### src/rtl/mtc_pkg.sv
package mtc_pkg;

  // One comparison digit: a raw (x,y) bit pair or a (greater, less) flag pair.
  typedef struct packed {
    logic gt;
    logic lt;
  } rel_t;

  // Precedence merge: the high digit decides unless its halves agree.
  function automatic rel_t rel_merge(rel_t hi, rel_t lo);
    rel_t r;
    logic hi_tie;
    hi_tie = (hi.gt == hi.lt);
    r.gt = (hi.gt & ~hi.lt) | (hi_tie & lo.gt & ~lo.lt);
    r.lt = (hi.lt & ~hi.gt) | (hi_tie & lo.lt & ~lo.gt);
    return r;
  endfunction

  // Offset of the first node of a tree level inside the flat node vector.
  function automatic int level_base(int width, int lvl);
    return 2 * width - ((2 * width) >> lvl);
  endfunction

endpackage

### src/rtl/mtc_cell.sv
module mtc_cell
  import mtc_pkg::*;
(
  input  rel_t hi_d,
  input  rel_t lo_d,
  output rel_t rel_o
);

  logic hi_says_gt;
  logic hi_says_lt;
  logic hi_is_tie;

  assign hi_says_gt = hi_d.gt & ~hi_d.lt;
  assign hi_says_lt = hi_d.lt & ~hi_d.gt;
  assign hi_is_tie  = ~(hi_says_gt | hi_says_lt);

  assign rel_o = rel_merge(hi_d, lo_d);

  always_comb begin
    if (hi_says_gt) begin
      a_r4_hi_gt_wins: assert (rel_o.gt && !rel_o.lt);
    end
    if (hi_says_lt) begin
      a_r4_hi_lt_wins: assert (rel_o.lt && !rel_o.gt);
    end
    if (hi_is_tie && (lo_d.gt == lo_d.lt)) begin
      a_r6_tie_tie_quiet: assert (!rel_o.gt && !rel_o.lt);
    end
  end

endmodule

### src/rtl/mtc_level.sv
module mtc_level
  import mtc_pkg::*;
#(
  parameter int NIN = 8,
  parameter bit REG = 1'b0
) (
  input  logic                clk,
  input  logic                rst_n,
  input  rel_t [NIN-1:0]      din,
  output rel_t [NIN/2-1:0]    dout
);

  localparam int NOUT = NIN / 2;

  rel_t [NOUT-1:0] merged;

  for (genvar j = 0; j < NOUT; j++) begin : g_cell
    mtc_cell u_cell (
      .hi_d  (din[2*j+1]),
      .lo_d  (din[2*j]),
      .rel_o (merged[j])
    );
  end

  if (REG) begin : g_reg
    always_ff @(posedge clk or negedge rst_n) begin
      if (!rst_n) dout <= '0;
      else        dout <= merged;
    end
  end else begin : g_comb
    assign dout = merged;
  end

endmodule

### src/rtl/mag_tree_cmp.sv
module mag_tree_cmp
  import mtc_pkg::*;
#(
  parameter int WIDTH    = 8,
  parameter bit PIPELINE = 1'b0
) (
  input  logic             clk,
  input  logic             rst_n,
  input  logic [WIDTH-1:0] op_x,
  input  logic [WIDTH-1:0] op_y,
  output logic             gt_o,
  output logic             lt_o
);

  localparam int LEVELS = $clog2(WIDTH);
  localparam int NODES  = 2 * WIDTH - 1;

  if (WIDTH < 2 || (WIDTH & (WIDTH - 1)) != 0) begin : g_bad_width
    $error("mag_tree_cmp: WIDTH must be a power of two of at least 2");
  end

  // Flat node store: leaves first, then each level's outputs, root last.
  rel_t [NODES-1:0] node;
  rel_t             root;

  for (genvar i = 0; i < WIDTH; i++) begin : g_leaf
    assign node[i] = {op_x[i], op_y[i]};
  end

  for (genvar l = 0; l < LEVELS; l++) begin : g_lvl
    localparam int NIN  = WIDTH >> l;
    localparam int BIN  = level_base(WIDTH, l);
    localparam int BOUT = level_base(WIDTH, l + 1);
    mtc_level #(
      .NIN (NIN),
      .REG (PIPELINE)
    ) u_lvl (
      .clk   (clk),
      .rst_n (rst_n),
      .din   (node[BIN+NIN-1:BIN]),
      .dout  (node[BOUT+NIN/2-1:BOUT])
    );
  end

  assign root = node[NODES-1];
  assign gt_o = root.gt;
  assign lt_o = root.lt;

  a_r5_never_both: assert property (@(posedge clk) disable iff (!rst_n)
    !(gt_o && lt_o));

  if (!PIPELINE) begin : g_chk_comb
    a_r1_greater: assert property (@(posedge clk) disable iff (!rst_n)
      (op_x > op_y) |-> (gt_o && !lt_o));
    a_r2_less: assert property (@(posedge clk) disable iff (!rst_n)
      (op_x < op_y) |-> (lt_o && !gt_o));
    a_r3_equal: assert property (@(posedge clk) disable iff (!rst_n)
      (op_x == op_y) |-> (!gt_o && !lt_o));
  end else begin : g_chk_pipe
    a_r8_quiet_after_reset: assert property (@(posedge clk) disable iff (!rst_n)
      $rose(rst_n) |-> (!gt_o && !lt_o));
  end

endmodule

### config.mk
export PLATFORM = sky130hd
export DESIGN_NAME = mag_tree_cmp
export DESIGN_NICKNAME = d
export VERILOG_FILES = /design/src/rtl/mtc_pkg.sv /design/src/rtl/mtc_cell.sv /design/src/rtl/mtc_level.sv /design/src/rtl/mag_tree_cmp.sv
export SDC_FILE = /design/constraint.sdc
export NUM_CORES = 1
export LEC_CHECK = 0
export BUFFER_PORTS_ARGS = -buffer_cell sky130_fd_sc_hd__buf_2
export CORE_MARGIN = 2
export CORE_UTILIZATION = 30
export DETAILED_ROUTE_END_ITERATION = 8
export GPL_TIMING_DRIVEN = 0
export PLACE_DENSITY = 0.55
export RECOVER_POWER = 50
export SLEW_MARGIN = 20
export SYNTH_ARGS = -nofsm -noshare
export SYNTH_HDL_FRONTEND = slang
export SYNTH_SLANG_ARGS = --single-unit
export TNS_END_PERCENT = 5
### constraint.sdc
create_clock -name vclk -period 1.8
set_input_delay 0 -clock vclk [all_inputs]
set_output_delay 0 -clock vclk [all_outputs]
set_load 0.02 [all_outputs]
==> run metrics, run 1 <==
status=finished, final reports clean; FF/Latch Area=0 µm²; fmax=586 MHz; Final Hold Violating Endpoints=0; site row count=13; VDD IR max=about 0.00014 V; ANT nets after route=0; top cell type by total area after synthesis=ha_1; Initial Util=0.327; first-pass GRT wire length=~1.5 mm; crit end category=output pin; net count after synthesis=94; setup violators final=0; post-DP HPWL=711 µm; Die ar.=approximately 1800 µm²; min Tclk post-route=1710 ps; global-route usage over all layers=0.101; global route overflow=0; Slew Viols, Final=0; design area=649 µm²; routability cong.=0.643; slew margin rel.=0.777; highest-count cells in the layout ignoring fill and taps=inv_1, buf_2, ha_1; largest family of logic cells by synthesized area=adder cells; CP delay by family, top=adder cells; 1st-iter DRT viols=6; period utilisation layout=0.948; layout cells sized above 1=0.432; type of the worst setup path=primary input to output pin; largest net degree at the start of global routing=4; Synthesis Warnings=0; drt via density=4.63; Synth Cell Area=437 µm²; hold crit path type=primary input to output pin; clock buffers=0; RSZ-0062 raised after global routing=false; via count=about 440; Area after DPL=between 500 and 600 µm²; count of cell types in the netlist=16; Critical Path RT=1800 ps; Avg Cell Area, Syn=7.04 µm²; n_diodes=0; Yosys top cell area share=0.401; Top Ports=20; register area share after synthesis=0; Crit path largest cell delay=about 260 ps; maxcap violations=0; CP bufs+invs=5; CP Max Fanout=3; Synth Area in Simple Gates=0.123; Synth Area in Compound Gates=0.278; Setup crit start kind=primary input; dominant cells by area after synthesis=ha_1, inv_1, a31o_2, a31o_1, nand2_1; Worst-Margin Slew=333 ps; post-synthesis mux area share=0; # port buffers=18; Synth Area in Adders=0.401; FF+latch count=0; Synth Area in XOR/XNOR=0; crit path cell chain=buf_2 -> inv_2 -> ha_4 -> a31o_4 -> inv_2 -> ha_4 -> a31o_4 -> ha_4 -> inv_2 -> o31ai_4 -> buf_6; DR DRC count=0; most common cell after layout, fill and taps aside=inv_1; hold depth=5; Slowest-stage cell, CP=ha_4; cell count after synthesis=62; drt first pass iters=2; Pwr Density=between 300 and 400 nW/µm²; area grow syn2layout=48.7%; core area=1330 µm²; number of global-route vias before repair=432; routed wire length=about 840 µm; Leak=0.000361 µW; DIE WIDTH=42.2 µm; Core Util, Final=0.487; DR WL/cell=about 8.8 µm; hold-fix buffers at CTS=0; Worst Hold Path EP=lt_o; final net count=115; hold_sp=op_x[0]; initial antenna violation count=0; Data arrival, critical path=~1700 ps; Setup Total Neg Slack=0 ps; chip height=42.2 µm
## cell type report
cell class	count	area, µm²
inverter	23	86.3
tap	15	18.8
timing repair buffer	19	104
multi-input combinational	39	440
fill	135	684
## stage by stage
stage               setup WS, ps  power, µW  cells  hold WS [ps]
finish                      94.2        223     96           513
floorplan                   38.4        128     62           292
CTS                         19.9        211     95           521
detailed placement          -192        178     95           543
global placement            -169        175     95           539
global route                10.0        253     96           573
## how the worst max path moves through the flow
stage,endpoint,start,cells past startpoint,slack [ps]
2_1_floorplan,lt_o,op_x[7],8,40
3_3_place_gp,lt_o,op_x[7],10,-170
3_5_place_dp,lt_o,op_x[7],10,-190
4_1_cts,lt_o,op_x[7],10,20
5_1_grt,lt_o,op_x[3],11,10
6_report,lt_o,op_x[7],11,90
## power breakdown
| part | switching (µW) | internal, µW | total (µW) | leakage (µW) |
|---|---|---|---|---|
| combinational | 110 | 113 | 223 | 0.000361 |
| sequential | 0 | 0 | 0 | 0 |
| clock | 0 | 0 | 0 | 0 |
## layer usage
metal,track usage,up-vias,wire (µm)
met5,0,-,0
met4,0,0,0
met3,0,0,25
met2,0.219,8,460
met1,0.114,197,355
li1,-,239,-
## logic make-up after synthesis
kind of cell	count (synthesis)
buffers and inverters	23
AO/OA/AOI/OAI	16
adder cells (fa/ha/maj)	14
AND/OR/NAND/NOR	9
## synthesized netlist by cell type, drive strengths merged
cell	instances
ha	14
inv	23
o31ai	1
o21ai	1
a31o	7
o211ai	1
nand3	1
nor2b	3
nand3b	1
a21oi	2
a31oi	2
o22ai	2
nand2	4
## repair_timing
action	4_1_cts	5_1_grt
resized for setup	9	3
setup buffers	0	1
pin swaps	0	3
endpoints found under the setup margin	2	2
endpoints found under the hold margin	0	0
(Power assumes the default switching activity.)
==> run 2: changes to the inputs <==
--- a/config.mk
+++ b/config.mk
@@ -10,7 +10,7 @@
 export CORE_UTILIZATION = 30
 export DETAILED_ROUTE_END_ITERATION = 8
 export GPL_TIMING_DRIVEN = 0
-export PLACE_DENSITY = 0.55
+export PLACE_DENSITY_LB_ADDON = 0.15
 export RECOVER_POWER = 50
 export SLEW_MARGIN = 20
 export SYNTH_ARGS = -nofsm -noshare
==> run 2 against run 1 <==
Effect of this change: first-iteration DRC count is 33% lower; setup slack better by 9.8 ps; wire length is 7.3% lower; global-route usage is 0.97 points lower; non-clock buffer count is 1 lower; largest power group unchanged; sequential share of layout area stayed put; die area stayed put; final cell count is 1.0% lower; critical endpoint unchanged; via count is 2.0% lower; combinational power is 4% lower; total power is 3.6% lower; critical path type unchanged.
==> run metrics, run 2 (synthesis gave the netlist of run 1 again) <==
status=finished, final reports clean (unchanged); clock buffers=0 (unchanged); Slew Viols, Final=0 (unchanged); period utilisation layout=0.942 (was 0.948); Setup crit start kind=primary input (unchanged); setup bufs post-CTS=0 (unchanged); drt via density=4.58 (was 4.63); crit path cell chain=buf_2 -> ha_4 -> a31o_4 -> inv_2 -> ha_4 -> a31o_4 -> ha_4 -> inv_1 -> o31ai_4 -> buf_6 (was buf_2 -> inv_2 -> ha_4 -> a31o_4 -> inv_2 -> ha_4 -> a31o_4 -> ha_4 -> inv_2 -> o31ai_4 -> buf_6); fmax=590 MHz (was 586 MHz); Slowest-stage cell, CP=ha_4 (unchanged); Pwr Density=334 nW/µm² (was 344 nW/µm²); site row count=13 (unchanged); ANT nets after route=0 (unchanged); Worst-Margin Slew=330 ps (was 333 ps); initial antenna violation count=0 (unchanged); Critical Path RT=1800 ps (about the same); global route overflow=0 (unchanged); # fillers=135 (unchanged); min Tclk post-route=1700 ps (was 1710 ps); VDD IR max=0.000172 V (was 0.000139 V); drt first pass iters=3 (was 2); hold depth=5 (unchanged); area grow syn2layout=47.6% (was 48.7%); type of the worst setup path=primary input to output pin (unchanged); 1st-iter DRT viols=4 (was 6); Top Ports=20 (unchanged); Crit. Startpoint=op_y[7] (was op_x[7]); via count=435 (was 444); Crit path largest cell delay=260 ps (about the same); hold_sp=op_x[0] (unchanged); CP Max Fanout=3 (unchanged); Worst Hold Path EP=lt_o (unchanged); post-DP HPWL=719 µm (was 711 µm); RSZ-0062 raised after global routing=false (unchanged); Pwr Total=215 µW (was 223 µW); global-route usage over all layers=0.0915 (was 0.101); Die ar.=1780 µm² (unchanged); Final Hold Violating Endpoints=0 (unchanged); # port buffers=18 (unchanged); routed wire length=780 µm (was 841 µm); FF+latch count=0 (unchanged); DIE WIDTH=42.2 µm (unchanged); Area after DPL=559 µm² (unchanged); largest net degree at the start of global routing=4 (unchanged); hold-fix buffers at CTS=0 (unchanged); hold crit path type=primary input to output pin (unchanged); first-pass GRT wire length=1.41 mm (was 1.51 mm); Leak=0.000358 µW (was 0.000361 µW); DR DRC count=0 (unchanged); DR WL/cell=8.21 µm (was 8.76 µm); Initial Util=0.327 (unchanged); routability cong.=0.666 (was 0.643); maxcap violations=0 (unchanged); slew margin rel.=0.779 (was 0.777); number of global-route vias before repair=394 (was 432); layout cells sized above 1=0.425 (was 0.432); setup violators final=0 (unchanged); most numerous cell on the critical path=ha_4; final net count=114 (was 115); highest-count cells in the layout ignoring fill and taps=inv_1, buf_2, ha_1, nand2_1, ha_4 (was inv_1, buf_2, ha_1); n_diodes=0 (unchanged); chip height=42.2 µm (unchanged); FF/Latch Area=0 µm² (unchanged); Data arrival, critical path=1700 ps (was 1710 ps); crit end category=output pin (unchanged); most common cell after layout, fill and taps aside=inv_1 (unchanged); core area=1330 µm² (unchanged); design area=644 µm² (was 649 µm²)
==> run 2: how the worst max path moves through the flow <==
stage / end / cells past startpoint / slack (ps)
after floorplan: lt_o / 8 / 40
after global placement: lt_o / 10 / -190
after detailed placement: lt_o / 10 / -200
after CTS: lt_o / 11 / 20
after global routing: lt_o / 10 / 40
final: lt_o / 10 / 100
==> run 2: cell type report <==
type                       count  area [µm²]  area share
timing repair buffer          18        96.3       0.150
tap                           15        18.8      0.0291
multi-input combinational     39         443       0.687
inverter                      23        86.3       0.134
==> run 2: critical path: cells and delay by family <==
family                     cells  cell delay [ps]
AOI/OAI and AO/OA              3              620
adders and majority gates      3              700
buffers and inverters          4              370
==> run 2: metal layers <==
| layer | global-route usage | share of wire |
|---|---|---|
| met5 | 0 | 0 |
| met3 | 0 | 0.037 |
| met4 | 0 | 0 |
| met2 | 0.203 | 0.53 |
| met1 | 0.0987 | 0.44 |
==> run 2: power breakdown <==
| part | leakage [µW] | internal, µW | switching [µW] |
|---|---|---|---|
| registers | 0 | 0 | 0 |
| logic | 0.000358 | 108 | 107 |
| clock network | 0 | 0 | 0 |
| total | 0.000358 | 108 | 107 |
==> run 2: timing repair <==
item	4_1_cts	5_1_grt
endpoints found under the setup margin	2	2
gates resized for setup	10	2
pin swaps	1	3
==> run 2: per-stage QoR <==
stage          hold slack [ps]  worst slack (ps)  utilization  instances  TNS (ps)
2_1_floorplan              292              38.4            -         62         0
3_3_place_gp               543              -187        0.419         95      -238
3_5_place_dp               539              -197        0.419         95      -253
4_1_cts                    517              23.8        0.472         95         0
5_1_grt                    542              42.4        0.483         95         0
6_report                   509               104        0.483         95         0
==> run 3: changes to the inputs <==
==> constraint.sdc (replaced) <==
create_clock -name vclk -period 1.8
set_input_delay 0.45 -clock vclk [all_inputs]
set_output_delay 0.45 -clock vclk [all_outputs]
set_load 0.02 [all_outputs]
==> run 3 against run 2 <==
Effect of this change: the flow now finishes with violations (negative setup slack); global-route usage increased by 1.8 points; count of clock-buffer cells in the layout unchanged; wire length increased by 11%; critical path depth unchanged; die area did not move; setup slack worse by 890 ps; critical endpoint unchanged.
==> run metrics, run 3 (synthesis gave the netlist of run 1 again) <==
first-pass GRT wire length=1.64 mm (was 1.41 mm); via count=435 (unchanged); Slowest-stage cell, CP=ha_4 (unchanged); DR WL/cell=8.98 µm (was 8.21 µm); Die ar.=1780 µm² (unchanged); slew margin rel.=0.761 (was 0.779); Initial Util=0.327 (unchanged); Setup crit start kind=primary input (unchanged); clock buffers=0 (unchanged); setup violators final=2 (was 0); type of the worst setup path=primary input to output pin (unchanged); post-DP HPWL=757 µm (was 719 µm); Data arrival, critical path=2140 ps (was 1700 ps); site row count=13 (unchanged); FF+latch count=0 (unchanged); layout cells sized above 1=0.519 (was 0.425); design area=706 µm² (was 644 µm²); VDD IR max=0.000125 V (was 0.000172 V); global-route usage over all layers=0.110 (was 0.0915); Slew Viols, Final=0 (unchanged); crit end category=output pin (unchanged); initial antenna violation count=0 (unchanged); Critical Path RT=1350 ps (was 1800 ps); largest net degree at the start of global routing=4 (unchanged); Crit. Startpoint=op_x[7] (was op_y[7]); violated checks=negative setup slack; Pwr Total=245 µW (was 215 µW); worst setup margin=-785 ps (was 104 ps); n_diodes=0 (unchanged); routability cong.=0.778 (was 0.666); Worst setup endpoint=lt_o (unchanged); hold crit path type=primary input to output pin (unchanged); drt via density=4.53 (was 4.58); Leak=0.000368 µW (was 0.000358 µW); ANT nets after route=0 (unchanged); drt first pass iters=2 (was 3); CP Max Fanout=3 (unchanged); 1st-iter DRT viols=1 (was 4); FF/Latch Area=0 µm² (unchanged); fmax=387 MHz (was 590 MHz); Crit path largest cell delay=260 ps (about the same); maxcap violations=0 (unchanged); area grow syn2layout=61.6% (was 47.6%); most numerous cell on the critical path=ha_4 (unchanged); period utilisation layout=1.44 (was 0.942); DR DRC count=0 (unchanged); Setup Total Neg Slack=-1490 ps (was 0 ps); Core Util, Final=0.529 (was 0.483); hold depth=5 (unchanged); Top Ports=20 (unchanged); Area after DPL=623 µm² (was 559 µm²); Final Hold Violating Endpoints=0 (unchanged); Pwr Density=347 nW/µm² (was 334 nW/µm²); min Tclk post-route=2590 ps (was 1700 ps); hold slack=1420 ps (was 509 ps); RSZ-0062 raised after global routing=true (was false); # port buffers=18 (unchanged); final net count=115 (was 114); DIE WIDTH=42.2 µm (unchanged); hold_sp=op_x[0] (unchanged); core area=1330 µm² (unchanged); status=complete, but fails checks (was finished, final reports clean); number of global-route vias before repair=393 (was 394); highest-count cells in the layout ignoring fill and taps=inv_1, buf_2, ha_1, inv_2, ha_4 (was inv_1, buf_2, ha_1, nand2_1, ha_4); chip height=42.2 µm (unchanged); routed wire length=862 µm (was 780 µm); global route overflow=0 (unchanged); Worst-Margin Slew=356 ps (was 330 ps); crit path cell chain=buf_6 -> inv_4 -> ha_4 -> a31o_4 -> ha_4 -> a31o_4 -> ha_4 -> inv_2 -> o31ai_4 -> buf_6 (was buf_2 -> ha_4 -> a31o_4 -> inv_2 -> ha_4 -> a31o_4 -> ha_4 -> inv_1 -> o31ai_4 -> buf_6); most common cell after layout, fill and taps aside=inv_1 (unchanged)
## run 3: cell types whose count changed in the layout (fill, tap and decap cells not counted), sizes merged
cell    change
clkbuf      -1
buf         +2
## run 3: where the power goes
| part | leakage (µW) | internal [µW] | switching [µW] |
|---|---|---|---|
| sequential | 0 | 0 | 0 |
| clock | 0 | 0 | 0 |
| combinational | 0.000368 | 125 | 119 |
| total | 0.000368 | 125 | 119 |
## run 3: critical path: cells and delay by family
kind	cells	cell delay, ps
AOI/OAI and AO/OA	3	640
buffers and inverters	4	340
adders and majority gates	3	720
## run 3: timing repair
item	4_1_cts	5_1_grt
setup endpoints to repair	2	2
pin swaps	8	3
hold buffers	0	0
setup buffers	1	0
resized for setup	10	4
## run 3: layout make-up
cell class / instances / area, µm²
Multi-Input combinational cell: 39 / 488
Inverter: 23 / 88.8
Fill cell: 130 / 628
Tap cell: 15 / 18.8
Timing Repair Buffer: 19 / 110
## run 3: worst min path at each step
stage,end
after CTS,lt_o
final,lt_o
after detailed placement,lt_o
after global placement,lt_o
after global routing,lt_o
after floorplan,lt_o
## run 3: metal layers
metal / routed length, µm / up-vias / global-route usage / share of wire
li1: - / 239 / - / -
met4: 0 / 0 / 0 / 0
met3: 23 / 0 / 0 / 0.027
met2: 411 / 8 / 0.184 / 0.48
met1: 426 / 188 / 0.167 / 0.49
met5: 0 / - / 0 / 0
## run 3: through the flow
| step | setup WS [ps] | std cells |
|---|---|---|
| 5_1_grt | -841 | 96 |
| 6_report | -785 | 96 |
| 3_3_place_gp | -856 | 95 |
| 4_1_cts | -786 | 96 |
| 3_5_place_dp | -873 | 95 |
| 2_1_floorplan | -641 | 62 |
